### src/rtl/mbox_handshake.sv
module mbox_handshake #(
  parameter int DEPTH = 16,
  parameter int DW    = 8,
  parameter int IW    = $clog2(DEPTH)
) (
  input  logic          clk,
  input  logic          rst_n,
  input  logic          host_wr,
  input  logic          host_rd,
  input  logic [IW:0]   host_addr,
  input  logic [DW-1:0] host_wdata,
  output logic [DW-1:0] host_rdata,
  input  logic          slv_wr,
  input  logic          slv_rd,
  input  logic [IW:0]   slv_addr,
  input  logic [DW-1:0] slv_wdata,
  output logic [DW-1:0] slv_rdata,
  output logic          slv_irq
);
  localparam logic [IW-1:0] LAST = IW'(DEPTH - 1);
  localparam int B_FULL = 0;
  localparam int B_USR  = 1;
  localparam int B_CMD  = 2;
  localparam int B_HWM  = 3;
  localparam int B_SWM  = 4;

  logic [DW-1:0] inb;
  logic [DW-1:0] mem [DEPTH];
  logic full, usr, cmd, hwm, swm;
  logic [DW-1:0] status;

  wire          h_buf = host_addr[IW];
  wire [IW-1:0] h_idx = host_addr[IW-1:0];
  wire          s_buf = slv_addr[IW];
  wire [IW-1:0] s_idx = slv_addr[IW-1:0];

  wire h_inb_wr  = host_wr & ~h_buf;
  wire h_buf_wr  = host_wr & h_buf;
  wire h_last_rd = host_rd & h_buf & (h_idx == LAST);
  wire s_inb_rd  = slv_rd & ~s_buf & ~slv_addr[0];
  wire s_st_wr   = slv_wr & ~s_buf & slv_addr[0];
  wire s_buf_wr  = slv_wr & s_buf;
  wire s_last_rd = slv_rd & s_buf & (s_idx == LAST);

  wire hwm_set = h_buf_wr & (h_idx == '0) & ~swm;
  wire swm_set = s_buf_wr & (s_idx == '0) & ~hwm & ~hwm_set;
  wire swm_clr = h_last_rd | (s_st_wr & ~slv_wdata[B_SWM]);

  wire h_wr_ok = h_buf_wr & ~swm;
  wire s_wr_ok = s_buf_wr & ~hwm & ~hwm_set & ~(h_wr_ok & (h_idx == s_idx));

  always_ff @(posedge clk) begin
    if (!rst_n) begin
      full <= 1'b0;
      usr  <= 1'b0;
      cmd  <= 1'b0;
      hwm  <= 1'b0;
      swm  <= 1'b0;
      inb  <= '0;
    end else begin
      full <= h_inb_wr | (full & ~s_inb_rd);
      hwm  <= hwm_set | (hwm & ~s_last_rd);
      swm  <= swm_set | (swm & ~swm_clr);
      if (s_st_wr) usr <= slv_wdata[B_USR];
      if (h_inb_wr) begin
        cmd <= host_addr[2];
        inb <= host_wdata;
      end
    end
  end

  always_ff @(posedge clk) begin
    if (!rst_n) begin
      for (int i = 0; i < DEPTH; i++) mem[i] <= '0;
    end else begin
      if (h_wr_ok) mem[h_idx] <= host_wdata;
      if (s_wr_ok) mem[s_idx] <= slv_wdata;
    end
  end

  always_comb begin
    status         = '0;
    status[B_FULL] = full;
    status[B_USR]  = usr;
    status[B_CMD]  = cmd;
    status[B_HWM]  = hwm;
    status[B_SWM]  = swm;
  end

  assign host_rdata = h_buf ? mem[h_idx] : status;
  assign slv_rdata  = s_buf ? mem[s_idx] : (slv_addr[0] ? status : inb);
  assign slv_irq    = full;

  p_full_set_r2: assert property (@(posedge clk) disable iff (!rst_n)
    h_inb_wr |=> slv_irq);
  p_full_clr_r2: assert property (@(posedge clk) disable iff (!rst_n)
    s_inb_rd && !h_inb_wr |=> !slv_irq);
  p_cmd_bit_r3: assert property (@(posedge clk) disable iff (!rst_n)
    h_inb_wr |=> status[B_CMD] == $past(host_addr[2]));
  p_one_owner_r8: assert property (@(posedge clk) disable iff (!rst_n)
    !(hwm && swm));
  p_host_wins_r7: assert property (@(posedge clk) disable iff (!rst_n)
    h_buf_wr && s_buf_wr && h_idx == '0 && s_idx == '0 && !hwm && !swm
    |=> hwm && !swm);
  p_no_swm_by_one_r6: assert property (@(posedge clk) disable iff (!rst_n)
    s_st_wr && !swm && !s_buf_wr |=> !swm);
  p_locked_r8: assert property (@(posedge clk) disable iff (!rst_n)
    hwm && s_buf_wr && !host_wr |=> mem[$past(s_idx)] == $past(mem[s_idx]));
endmodule

### config.mk
export PLATFORM = sky130hd
export DESIGN_NAME = mbox_handshake
export DESIGN_NICKNAME = d
export VERILOG_FILES = /design/src/rtl/mbox_handshake.sv
export SDC_FILE = /design/constraint.sdc
export NUM_CORES = 1
export LEC_CHECK = 0
export ABC_CLOCK_PERIOD_IN_PS = 2500
export BUFFER_PORTS_ARGS = -buffer_cell sky130_fd_sc_hd__buf_2
export CAP_MARGIN = 20
export CELL_PAD_IN_SITES_DETAIL_PLACEMENT = 0
export CELL_PAD_IN_SITES_GLOBAL_PLACEMENT = 1
export CORE_ASPECT_RATIO = 0.5
export CORE_UTILIZATION = 47
export CTS_BUF_LIST = sky130_fd_sc_hd__clkbuf_4 sky130_fd_sc_hd__clkbuf_8
export DETAILED_ROUTE_END_ITERATION = 12
export GPL_TIMING_DRIVEN = 0
export PLACE_DENSITY_LB_ADDON = 0.08
export SETUP_SLACK_MARGIN = 0.3
export SLEW_MARGIN = 30
export SYNTH_ARGS = -nofsm -noshare
export SYNTH_HDL_FRONTEND = slang
export SYNTH_SLANG_ARGS = --single-unit
### constraint.sdc
create_clock -name clk -period 2.5 [get_ports clk]
set_input_delay 0.5 -clock clk [delete_from_list [all_inputs] [get_ports clk]]
set_output_delay 0.5 -clock clk [all_outputs]
set_load 0.03 [all_outputs]
After elaboration in Yosys (flattened, before gate mapping)
Memories as Yosys holds them, arrays and structs flattened.
Cells that the tools add are included.

storage, ports and cells
  register bits = 13
  bits of input ports = 32
  output and inout bits = 17
  RAM bits = 128
  word-level logic and storage cells = 70
  memories = 1

memory list
  name  depth  bits a word  rd ports  clocked after Yosys merged registers in  write ports  RTL line  RTL
  mem   16     8            2         0                                        16           28        logic [DW-1:0] mem [DEPTH];

operators by class
  reduce and logical (&&, ||, !) cells = 4
  bitwise logic cells = 40
  multiplexer cells = 16
  equality and inequality tests = 3

operators by type and width
  operator                                     number
  two-way mux 8 bit                            5
  AND 1 bit                                    25
  OR reduction 8 bit                           2
  inverter 1 bit                               11
  two-way mux 1 bit                            9
  equality test 4 bit (second input constant)  2
  logical NOT 4 bit                            2
  two-way mux 4 bit                            2
  equality test 4 bit                          1
  OR 1 bit                                     4

Logic depth before layout (Yosys ltp)
Gate-level depths: netlist of the first run.

  depth in word-level cells = 11
  mapped depth = 7
  depth with buffers taken out = 4

Worst setup path after synthesis of the first run
No wires, ideal clock.

  path type = input port to output port
  start = in slv_addr[0]
  end = out slv_rdata[6]
  buffers on the path = 3
  cell stages on the path = 7
  data required time = 2000 ps
  slack = -266 ps
  arrival = 2266 ps
  cells stage by stage = buf_2 buf_2 buf_2 nor2_1 a22oi_1 nand3_1 o21ai_0

on the way
  cells in the longest elaborated chain, start to end = 2
  elaborated cells on any way between the ends = 3
  classes of those cells = mux: 2; memory: 1

ends and longest elaborated chain
  what                                                             RTL line  RTL
  start: declaration                                               15        input logic [IW:0] slv_addr,
  memory (16 x 8 bit) / two-way mux 8 bit (equally long branches)  n/a
  two-way mux 8 bit *                                              91        assign slv_rdata = s_buf ? mem[s_idx] : (slv_addr[0] ? status : inb);
  end: declaration                                                 17        output logic [DW-1:0] slv_rdata,

Mark *: on every way between the ends. The rest lies on a longest branch, timed or not.

==> results.env, run 1 <==
OUTCOME='complete, but fails checks'
VIOLATIONS='negative setup slack'
ROUTED_VIA_DENSITY=7.48
FINALHOLDVIOLCOUNT=0
VIAS=7919
CRIT_FANOUT=2
DRV.MAX_CAP_VIOLATION_COUNT=0
DP_WORST_SETUP_SLACK_NS=-1.04
GRT_MAX_DEGREE=17
ANTENNA_FOUND_INITIAL=1
FINALCLOCKSKEW_NS=0.0179
CP-START-KIND='flip-flop'
POWER.COMBINATIONAL.FRACTION_PCT=23.0
NUMBER_OF_WARNINGS_REPORTED_IN_THE_YOSYS_SYNTHESIS_LOG=0
CPPEAKSTAGEDELAY_NS=0.48
FILLER_CELL_COUNT_IN_THE_FINAL_LAYOUT=1363
YOSYS.AREA.TOP_TYPE='sky130_fd_sc_hd__edfxtp_1'
CELL_COUNT_OF_THE_WORST_REG_TO_REG_PATH=5
CLK_SLEW_ON_WORST_S_H_PATHS_NS=0.08
TIMING.HOLD.WORST.CLASS='input pin to flip-flop'
SETUP_REPAIR_AFTER_GLOBAL_ROUTING_MISSED_ITS_MARGIN='yes'
DPL.HPWL_UM=25400
ROUTED_WIRE_LENGTH_PER_INSTANCE_UM=34.7
DIE_X_UM=191
CTS-BUFFERS-INSERTED=17
POWER.SHARE.SWITCHING_PCT=31.6
CELLPOWERDENSITY_nW_PER_UM2=552
ANTENNADIODECOUNT=0
DRT_PASS1_ITERATIONS=6
CRITICAL_PATH_REQUIRED_NS=2.00
RRSETUPSLACK_NS=0.26
YOSYSSEQAREASHARE_PCT=48.8
POST_ROUTE_CELLS_DRIVE_ABOVE_1_SHARE_PCT=39.0
TIMING.SETUP.CRITICAL_PATH_CLASS='flip-flop to primary output'
DIE-HEIGHT_UM=96.6
HTREEDEPTH=4
ARRIVAL_NS=2.10
NET_COUNT_AFTER_SYNTHESIS=739
NUMBER_OF_CELLS_ON_THE_WORST_HOLD_PATH=4
FINAL-SEQ-AREA_SQ_UM=4100
POSTLAYOUTSETUPSLACKWORST_NS=-0.0995
WIRE_LENGTH_OF_THE_FIRST_GLOBAL_ROUTING_PASS_UM=50400
DIEAREA_SQ_UM=18500
PLACEABLECOREAREA_SQ_UM=17400
WORSTHOLDENDPOINT='slv_irq'
TIMING.MAX_SLEW.REL_SLACK_PCT=44.9
DRC_MARKERS=0
SYNTH.AREA.TOP_CELLS='sky130_fd_sc_hd__edfxtp_1 46%, sky130_fd_sc_hd__mux4_2 13%, sky130_fd_sc_hd__o22ai_1 7.2%, sky130_fd_sc_hd__mux2i_1 5.2%, sky130_fd_sc_hd__nand2_1 5.0%'
RELATIVE_AREA_CHANGE_FROM_SYNTHESIS_TO_FINAL_LAYOUT_PCT=31.8
DOMINANTREGCELLSYNTH='sky130_fd_sc_hd__edfxtp_1'
FINAL_PERIOD_MINUS_WORST_SETUP_SLACK_NS=2.60
CLKPWRFRAC_PCT=31.5
NUMCLOCKSINKS=141
WORSTSETUPENDPOINTTYPE='primary output'
CELL_WITH_THE_MOST_INSTANCES_AFTER_SYNTHESIS='sky130_fd_sc_hd__edfxtp_1'
BOUNDARYPINS=49
SETUP_VIOL_COUNT_FINAL=8
AVGSYNTHCELLAREA_SQ_UM=11.9
MULTIINPUTGATEAREA_SQ_UM=4750
ROUTABILITY_CONGESTION_ESTIMATE=0.932
POWER.SWITCHING_mW=1.93
POST-SYNTH-TOP-AREA-FRACTION_PCT=45.7
OVERFLOW_LEFT_AFTER_GLOBAL_ROUTING=0
ROUTED_WIRELENGTH_UM=36800
SYN_AREA_SQ_UM=8410
WORST_R2R_STARTPOINT='swm'
ENDPOINT_OF_THE_LOWEST_SLACK_REGISTER_TO_REGISTER_PATH='mem[8][4]'
FIN_CRIT_SH_PCT=104
ASYNC_RESET_FF_SHARE_PCT=0
TIMING.CRITICAL_PATH.CELLS='mux4_2 -> mux2_4 -> a22oi_2 -> o21ai_4 -> buf_6'
TIGHTESTPINTRANSITION_NS=0.827
VIA_COUNT_OF_THE_FIRST_GLOBAL_ROUTING_PASS=7363
TNS_NS=-0.450
SYNTH_COMMONEST_CELLS='128 x sky130_fd_sc_hd__edfxtp_1, 112 x sky130_fd_sc_hd__nand2_1, 97 x sky130_fd_sc_hd__o22ai_1'
CTS.ROOT.BUFFER_CELL='sky130_fd_sc_hd__clkbuf_8'
INTERNAL_POWER_mW=4.18
DRT_ITER0_MARKERS=1532
CLKLATENCYLATEPIN_NS=0.48
SEQ_POWER_SHARE_PCT=45.4
SYNTH-EDFF-COUNT=128
PLACEMENTROWS=34
FIN_WORST_HOLD_SLACK_NS=0.354
ANT_NETS=0
LEAKAGE_nW=3.58
TRITONCTS='built'
MAXIMUM_ACHIEVABLE_FREQUENCY_MHz=385
FINISH.NET_COUNT=844
DRV_SLEW=0
NETLIST_INSTANCES=707
POST_SYNTH_NUM_CELL_TYPES=43
PORT-BUFFER-COUNT=40
STARTING_DENSITY_PCT=48.2
MAX-VDD-IR-DROP_V=0.000426
HOLD_PATH.STARTPOINT='slv_rd'
FINAL_CORE_UTIL_PCT=63.5
CRITICAL-PATH-SLOWEST-CELL='sky130_fd_sc_hd__mux4_2'
GRT_USE_TOTAL_PCT=40.7
MAX-CLOCK-PATH-BUFFERS=2
YS_FF_LATCH=141
[worst max path at each step]
stage	startpoint	endpoint	slack, ns	cells after the start
2_1_floorplan	host_addr[4]	mem[3][0]	0.25	5
6_report	mem[4][5]	slv_rdata[5]	-0.1	5
3_5_place_dp	host_addr[4]	mem[7][2]	-1.04	5
3_3_place_gp	host_addr[4]	mem[7][2]	-1.00	5
5_1_grt	mem[14][5]	slv_rdata[5]	-0.14	5
4_1_cts	mem[4][5]	slv_rdata[5]	-0.11	5
[repair_timing]
item                                    4_1_cts  5_1_grt
setup buffers                                30       12
gates cloned                                  4        0
pin swaps                                    34       14
gates resized for setup                     158       33
endpoints found under the setup margin      258      158
hold buffers                                  0        0
[power by group through the flow]
stage / clock network, mW / registers, mW / logic [mW]
5_1_grt: 1.99 / 2.79 / 1.44
3_3_place_gp: 0 / 2.82 / 1.05
6_report: 1.93 / 2.78 / 1.41
2_1_floorplan: 0 / 2.80 / 0.707
4_1_cts: 1.88 / 2.77 / 1.30
3_5_place_dp: 0 / 2.83 / 1.05
[layout by cell type, fill, tap and decap left out, types with 8 or more instances in the layout]
master and count:
sky130_fd_sc_hd__a21oi_1 10, sky130_fd_sc_hd__buf_12 18, sky130_fd_sc_hd__buf_2 28, sky130_fd_sc_hd__buf_4 37, sky130_fd_sc_hd__buf_6 35, sky130_fd_sc_hd__clkbuf_2 13, sky130_fd_sc_hd__clkbuf_8 20, sky130_fd_sc_hd__dfxtp_1 13
sky130_fd_sc_hd__edfxtp_1 128, sky130_fd_sc_hd__mux2i_1 31, sky130_fd_sc_hd__mux2i_4 8, sky130_fd_sc_hd__mux4_2 48, sky130_fd_sc_hd__nand2_1 110, sky130_fd_sc_hd__nor2_1 17, sky130_fd_sc_hd__nor2_4 8, sky130_fd_sc_hd__nor2b_1 9
sky130_fd_sc_hd__o21ai_1 8, sky130_fd_sc_hd__o221ai_4 16, sky130_fd_sc_hd__o22ai_1 89, sky130_fd_sc_hd__o32ai_1 32
[per-stage QoR]
stage / instances / instance area [sq um] / total power [mW]
global placement: 981 / 9310 / 3.86
floorplan: 707 / 8810 / 3.50
finish: 1059 / 11100 / 6.12
global route: 1059 / 11100 / 6.21
CTS: 1047 / 10800 / 5.95
detailed placement: 981 / 9310 / 3.88
[state kept, by name, summed over array words and instances (netlist names)]
signal and flops:
mem 128, inb 8, swm 1, cmd 1, usr 1, slv_irq 1, hwm 1
[logic make-up after synthesis]
| kind of cell | share of synthesized area [%] |
|---|---|
| AO/OA/AOI/OAI | 17.9 |
| AND/OR/NAND/NOR | 9.98 |
| flip-flops | 48.8 |
| multiplexers | 18.5 |
| buffers and inverters | 4.39 |
| XOR/XNOR | 0.416 |
[worst max-delay path, delay by kind of cell, from the launching register on]
family | cells | cell delay, ns
muxes | 2 | 0.81
DFF | 1 | 0.43
buffers and inverters | 1 | 0.14
AOI/OAI and AO/OA | 2 | 0.25
[layout make-up]
type	instances	area share, %
Inverter	3	0.124
Tap cell	234	2.64
Buffer	69	5.96
Multi-Input combinational cell	494	42.9
Timing Repair Buffer	86	7.91
Clock inverter	14	1.28
Sequential cell	141	37.0
Clock buffer	18	2.18
[metal layers]
metal	routed length (um)	GRT usage, %
met3	7130	19.4
met1	13800	56.4
met2	14700	55.3
met5	11	0
met4	1130	13.1
Power figures use the tool's default switching activity.
==> run 2, diff against run 1 <==
Settings changed: CORE_UTILIZATION 47 to 35, GPL_TIMING_DRIVEN 0 to default.
==> results.env, run 2 (synthesis results as in run 1) <==
CELLPOWERDENSITY_nW_PER_UM2=548  # -0.67%
CP-START-KIND='flip-flop'
OVERFLOW_LEFT_AFTER_GLOBAL_ROUTING=0  # unchanged
VIOLATIONS='negative setup slack'
MAX-VDD-IR-DROP_V=0.000249  # -42%
CTS.ROOT.BUFFER_CELL='sky130_fd_sc_hd__clkbuf_8'
WORSTSETUPENDPOINTTYPE='primary output'
CRITICAL_PATH_REQUIRED_NS=2.00  # about the same
ROUTED_WIRELENGTH_UM=31800  # -14%
SETUP_VIOL_COUNT_FINAL=3  # -5
CRITICAL-PATH-SLOWEST-CELL='sky130_fd_sc_hd__mux4_2'
RELATIVE_AREA_CHANGE_FROM_SYNTHESIS_TO_FINAL_LAYOUT_PCT=31.1
ROUTED_WIRE_LENGTH_PER_INSTANCE_UM=27.8  # -20%
TIMING.HOLD.WORST.CLASS='input pin to flip-flop'
TIMING.SETUP.CRITICAL_PATH_CLASS='flip-flop to primary output'
OUTCOME='complete, but fails checks'
MAX-CLOCK-PATH-BUFFERS=2  # unchanged
ANTENNADIODECOUNT=0  # unchanged
VIAS=7227  # -8.7%
DIE-HEIGHT_UM=112  # +16%
DIEAREA_SQ_UM=24700  # +34%
HTREEDEPTH=4  # unchanged
POWER.SHARE.SWITCHING_PCT=28.9  # -2.7 points
FIN_CRIT_SH_PCT=104  # +0.29 points
DRV.MAX_CAP_VIOLATION_COUNT=0  # unchanged
WIRE_LENGTH_OF_THE_FIRST_GLOBAL_ROUTING_PASS_UM=46400  # -8.0%
PORT-BUFFER-COUNT=48  # +20%
FINISH.NET_COUNT=856  # +1.4%
PLACEMENTROWS=39  # +15%
VIA_COUNT_OF_THE_FIRST_GLOBAL_ROUTING_PASS=7076  # -3.9%
FINALCLOCKSKEW_NS=0.0159  # -0.00201 ns
SETUP_REPAIR_AFTER_GLOBAL_ROUTING_MISSED_ITS_MARGIN='yes'
BOUNDARYPINS=49  # unchanged
GRT_MAX_DEGREE=37  # +20
CLKPWRFRAC_PCT=32.7  # +1.2 points
DRC_MARKERS=0  # unchanged
DRV_SLEW=0  # unchanged
BIGGESTREGSBYFLOPS='mem (128), inb (8)'
FILLER_CELL_COUNT_IN_THE_FINAL_LAYOUT=2095  # +54%
POWER.SWITCHING_mW=1.75  # -9.5%
TIGHTESTPINTRANSITION_NS=0.626  # -0.201 ns
POWER.COMBINATIONAL.FRACTION_PCT=21.3  # -1.7 points
CLKLATENCYLATEPIN_NS=0.49  # about the same
ANT_NETS=0  # unchanged
LARGEST_REGISTER_FFS=128  # unchanged
SEQ_POWER_SHARE_PCT=46.0  # +0.6 points
MULTIINPUTGATEAREA_SQ_UM=4450  # -6.4%
DIE_X_UM=221  # +16%
GRT_USE_TOTAL_PCT=26.3  # -14 points
ANTENNA_FOUND_INITIAL=0  # -1
TRITONCTS='built'
MAXIMUM_ACHIEVABLE_FREQUENCY_MHz=384  # -0.28%
POST_ROUTE_CELLS_DRIVE_ABOVE_1_SHARE_PCT=39.1  # about the same
PLACEABLECOREAREA_SQ_UM=23200  # +33%
DRT_PASS1_ITERATIONS=5  # -1
STARTING_DENSITY_PCT=36.3  # -12 points
FINAL-SEQ-AREA_SQ_UM=4100  # unchanged
FINAL_PERIOD_MINUS_WORST_SETUP_SLACK_NS=2.61  # +0.00720 ns
INTERNAL_POWER_mW=4.30  # +2.7%
CPPEAKSTAGEDELAY_NS=0.48  # about the same
MOSTFREQUENTLAYOUTCELL='sky130_fd_sc_hd__edfxtp_1'
LEAKAGE_nW=3.65  # +1.8%
FINAL_CELL_MIX='128 x sky130_fd_sc_hd__edfxtp_1, 110 x sky130_fd_sc_hd__nand2_1, 90 x sky130_fd_sc_hd__o22ai_1'
RRSETUPSLACK_NS=0.48  # +0.22 ns
CRIT_FANOUT=2  # unchanged
FINALHOLDVIOLCOUNT=0  # unchanged
POWER_mW=6.05  # -1.2%
ROUTED_VIA_DENSITY=6.32  # -16%
TNS_NS=-0.233  # +0.217 ns
TIMING.CRITICAL_PATH.CELLS='mux4_2 -> mux2_4 -> a22oi_2 -> o21ai_2 -> buf_6'
CTS-BUFFERS-INSERTED=17  # unchanged
LARGEST_REGISTER='mem'
TIMING.MAX_SLEW.REL_SLACK_PCT=58.0  # +13 points
NUMCLOCKSINKS=141  # unchanged
POSTLAYOUTSETUPSLACKWORST_NS=-0.107  # -0.00720 ns
DRT_ITER0_MARKERS=817  # -47%
DPL.HPWL_UM=24500  # -3.4%
ROUTABILITY_CONGESTION_ESTIMATE=0.935  # +0.33%
ARRIVAL_NS=2.11  # about the same
CLK_SLEW_ON_WORST_S_H_PATHS_NS=0.09  # about the same
[run 2: what timing repair did]
| item | 4_1_cts | 5_1_grt |
|---|---|---|
| hold buffers | 0 | 0 |
| resized for setup | 59 | 14 |
| endpoints found under the hold margin | 0 | 0 |
| buffers inserted | 3 | 9 |
| pin swaps | 21 | 6 |
| endpoints found under the setup margin | 16 | 46 |
[run 2: metal layers]
layer  part of all wire [%]  track usage (%)  vias to the layer above
li1                       -                -                     3149
met1                     47             38.4                     3683
met2                     43             38.3                      347
met3                    8.1             5.75                       48
met4                    2.2             9.42                        0
met5                      0                0                        -
[run 2: through the flow]
step	hold slack [ns]	std cells	setup WS [ns]	instance area [sq um]	util (%)
floorplan	0.432	707	0.246	8810	-
global placement	0.443	1100	-0.0694	10200	44.0
detailed placement	0.446	1100	-0.102	10200	44.0
CTS	0.316	1135	-0.172	10900	47.0
global route	0.348	1144	-0.191	11000	47.6
finish	0.354	1144	-0.107	11000	47.6
[run 2: final cells by class]
| type | instances | share of cell area (%) |
|---|---|---|
| multi-input cells | 494 | 40.3 |
| repair buffers | 167 | 15.1 |
| clock inverters | 13 | 1.51 |
| clock buffers | 19 | 2.26 |
| flip-flops and latches | 141 | 37.2 |
| inverters | 3 | 0.102 |
| well taps | 307 | 3.48 |
[run 2: path summary, 6_finish.rpt]
kind                       from           end  cells after the start
hold reg to reg          inb[4]        inb[4]                      2
hold / removal    host_wdata[6]        inb[6]                      3
setup / recovery      mem[5][6]  slv_rdata[6]                      5
setup reg to reg            swm     mem[8][6]                      5
[run 2: critical path, delay by kind of cell, from the launching register on]
family / cells / cell delay (ns)
mux: 2 / 0.76
flops: 1 / 0.44
compound gates: 2 / 0.28
buf+inv: 1 / 0.14
[run 2: power by group through the flow]
stage	logic (mW)	registers, mW	clock network, mW
2_1_floorplan	0.707	2.80	0
3_3_place_gp	1.15	2.83	0
3_5_place_dp	1.16	2.83	0
4_1_cts	1.25	2.78	2.00
5_1_grt	1.35	2.80	2.09
6_report	1.29	2.78	1.98
==> run 3, diff against run 2 <==
Settings changed: CAP_MARGIN 20 to 15, CORE_UTILIZATION 35 to 47.
==> results.env, run 3 (synthesis results as in run 1) <==
HOLD_PATH.STARTPOINT='host_wdata[0]'
GRT_USE_TOTAL_PCT=36.4  # +10 points
POST_ROUTE_CELLS_DRIVE_ABOVE_1_SHARE_PCT=39.0  # -0.093 points
SEQ_POWER_SHARE_PCT=45.0  # -1.0 points
CTS-BUFFERS-INSERTED=17  # unchanged
DP_WORST_SETUP_SLACK_NS=-0.107  # -0.00519 ns
WIRE_LENGTH_OF_THE_FIRST_GLOBAL_ROUTING_PASS_UM=46100  # -0.67%
STARTING_DENSITY_PCT=48.2  # +12 points
ROUTABILITY_CONGESTION_ESTIMATE=0.914  # -2.3%
DR.MAX_LAYER_USED='met4'
LARGEST_REGISTER='mem'
WIRE_LENGTH_THE_DETAILED_ROUTER_PLACED_ON_MET1_UM=14000  # -6.0%
DRV_SLEW=0  # unchanged
FINAL_PERIOD_MINUS_WORST_SETUP_SLACK_NS=2.57  # -0.0336 ns
VIOLATIONS='negative setup slack'
CLKPWRFRAC_PCT=33.8  # +1.1 points
MAXIMUM_ACHIEVABLE_FREQUENCY_MHz=389  # +1.3%
ROUTED_WIRELENGTH_UM=32600  # +2.7%
TIMING.SETUP.CRITICAL_PATH_CLASS='flip-flop to primary output'
CELLPOWERDENSITY_nW_PER_UM2=571  # +4.1%
LARGEST_REGISTER_FFS=128  # unchanged
BOUNDARYPINS=49  # unchanged
TIMING.HOLD.WORST.CLASS='input pin to flip-flop'
DIE_X_UM=191  # -14%
VIAS=7512  # +3.9%
CRITICAL_PATH_REQUIRED_NS=2.00  # about the same
VIA_COUNT_OF_THE_FIRST_GLOBAL_ROUTING_PASS=6966  # -1.6%
CP-START-KIND='flip-flop'
CLK_SLEW_ON_WORST_S_H_PATHS_NS=0.09  # about the same
WORST_R2R_STARTPOINT='hwm'
CLKLATENCYLATEPIN_NS=0.47  # -0.02 ns
TIMING.CRITICAL_PATH.FROM='mem[7][5]'
POWER.SWITCHING_mW=1.79  # +2.5%
FINALCLOCKSKEW_NS=0.0148  # -0.00111 ns
ANTENNADIODECOUNT=0  # unchanged
ROUTED_WIRE_LENGTH_PER_INSTANCE_UM=30.4  # +9.5%
SETUP_REPAIR_AFTER_GLOBAL_ROUTING_MISSED_ITS_MARGIN='yes'
TIGHTESTPINTRANSITION_NS=0.907  # +0.281 ns
DPL.HPWL_UM=23200  # -5.5%
RELATIVE_AREA_CHANGE_FROM_SYNTHESIS_TO_FINAL_LAYOUT_PCT=28.8
FINISH.CELL_COUNT_WITHOUT_FILLERS=1073  # -6.2%
FINAL_CORE_UTIL_PCT=62.1  # +15 points
PLACEABLECOREAREA_SQ_UM=17400  # -25%
MAX-CLOCK-PATH-BUFFERS=2  # unchanged
DRC_MARKERS=0  # unchanged
PORT-BUFFER-COUNT=48  # unchanged
LEAKAGE_nW=3.62  # -0.80%
POSTLAYOUTSETUPSLACKWORST_NS=-0.0731  # +0.0336 ns
CELL_COUNT_OF_THE_WORST_REG_TO_REG_PATH=4  # -1
ANT_NETS=0  # unchanged
POWER.SHARE.SWITCHING_PCT=29.0  # +0.089 points
DIEAREA_SQ_UM=18500  # -25%
FINALHOLDVIOLCOUNT=0  # unchanged
POST_CTS_HOLD_BUFFER_COUNT=0  # unchanged
OVERFLOW_LEFT_AFTER_GLOBAL_ROUTING=0  # unchanged
BIGGESTREGSBYFLOPS='mem (128), inb (8)'
CTS.ROOT.BUFFER_CELL='sky130_fd_sc_hd__clkbuf_8'
FINISH.NET_COUNT=858  # +0.23%
TRITONCTS='built'
ANTENNA_FOUND_INITIAL=0  # unchanged
DIE-HEIGHT_UM=96.6  # -13%
TNS_NS=-0.215  # +0.0176 ns
TIMING.MAX_SLEW.REL_SLACK_PCT=39.4  # -19 points
SETUP_VIOL_COUNT_FINAL=3  # unchanged
PLACEMENTROWS=34  # -13%
DRT_PASS1_ITERATIONS=6  # +1
HTREEDEPTH=4  # unchanged
POWER.COMBINATIONAL.FRACTION_PCT=21.2  # about the same
INTERNAL_POWER_mW=4.39  # +2.1%
FIN_CRIT_SH_PCT=103  # -1.3 points
DRV.MAX_CAP_VIOLATION_COUNT=0  # unchanged
NUMCLOCKSINKS=141  # unchanged
GRT_MAX_DEGREE=29  # -22%
POWER_mW=6.18  # +2.2%
WORSTSETUPENDPOINTTYPE='primary output'
WL_MET2_UM=13000  # -4.4%
DETAIL_ROUTE_MET3_WL_UM=5190  # +100%
ROUTED_VIA_DENSITY=7.00  # +11%
DRT_ITER0_MARKERS=1090  # +33%
MAX-VDD-IR-DROP_V=0.000439  # +76%
ARRIVAL_NS=2.07  # -0.04 ns
FINAL_CELL_MIX='128 x sky130_fd_sc_hd__edfxtp_1, 111 x sky130_fd_sc_hd__nand2_1, 94 x sky130_fd_sc_hd__buf_4'
NUMBER_OF_CELLS_ON_THE_WORST_HOLD_PATH=3  # unchanged
CRIT_FANOUT=2  # unchanged
NUMPLACEDINSTANCES=1022  # -7.1%
OUTCOME='complete, but fails checks'
MOSTFREQUENTLAYOUTCELL='sky130_fd_sc_hd__edfxtp_1'
## run 3: cell types whose count changed in the layout (fill, tap and decap cells not counted), moves of 2 or more
cell,before,now
sky130_fd_sc_hd__buf_16,0,3
sky130_fd_sc_hd__buf_4,86,94
sky130_fd_sc_hd__clkbuf_4,2,0
sky130_fd_sc_hd__mux2i_2,6,8
sky130_fd_sc_hd__nor3_1,1,5
sky130_fd_sc_hd__buf_6,19,27
sky130_fd_sc_hd__nor3_2,4,0
sky130_fd_sc_hd__o22ai_2,3,8
sky130_fd_sc_hd__o22ai_4,4,0
sky130_fd_sc_hd__buf_2,29,26
sky130_fd_sc_hd__clkinv_2,1,3
sky130_fd_sc_hd__buf_12,33,18
## run 3: worst paths after layout
path	slack [ns]	endpoint
max	-0.07	slv_rdata[5]
min	0.37	inb[0]
max reg2reg	0.38	mem[9][2]
min reg2reg	0.46	inb[2]
## run 3: metrics by stage
stage | cell area, sq um | hold WS, ns
after floorplan | 8810 | 0.432
after global placement | 9870 | 0.437
after detailed placement | 9870 | 0.444
after CTS | 10800 | 0.355
after global routing | 10800 | 0.372
final | 10800 | 0.369
## run 3: worst max-delay path, stage by stage, from the launching register on
cell and delay, ns:
sky130_fd_sc_hd__edfxtp_1 0.43, sky130_fd_sc_hd__mux4_2 0.46, sky130_fd_sc_hd__mux2_4 0.32, sky130_fd_sc_hd__a22oi_2 0.18, sky130_fd_sc_hd__o21ai_4 0.08, sky130_fd_sc_hd__buf_6 0.14
## run 3: timing repair
item / 4_1_cts / 5_1_grt
setup buffers: 13 / 3
gates resized for setup: 76 / 4
setup endpoints to repair: 16 / 16
pin swaps: 16 / 6
gates cloned: 3 / 0
## run 3: layout make-up
type                            count  area [sq um]
Tap cell                          234           293
Timing Repair Buffer              169          1600
Multi-Input combinational cell    494          4380
Inverter                            3          11.3
Clock buffer                       18           248
Clock inverter                     14           193
Sequential cell                   141          4100
Fill cell                        1417          6610
## run 3: power by group through the flow
stage / Combinational (mW) / Sequential (mW) / Clock (mW)
global route: 1.36 / 2.79 / 2.19
global placement: 1.12 / 2.82 / 0
finish: 1.31 / 2.78 / 2.09
CTS: 1.26 / 2.78 / 2.08
floorplan: 0.707 / 2.80 / 0
detailed placement: 1.13 / 2.83 / 0
## run 3: layer usage
metal,up-vias,track usage [%]
met5,-,0
met4,0,7.14
met3,47,15.3
met2,606,49.4
met1,3720,53.6
li1,3139,-
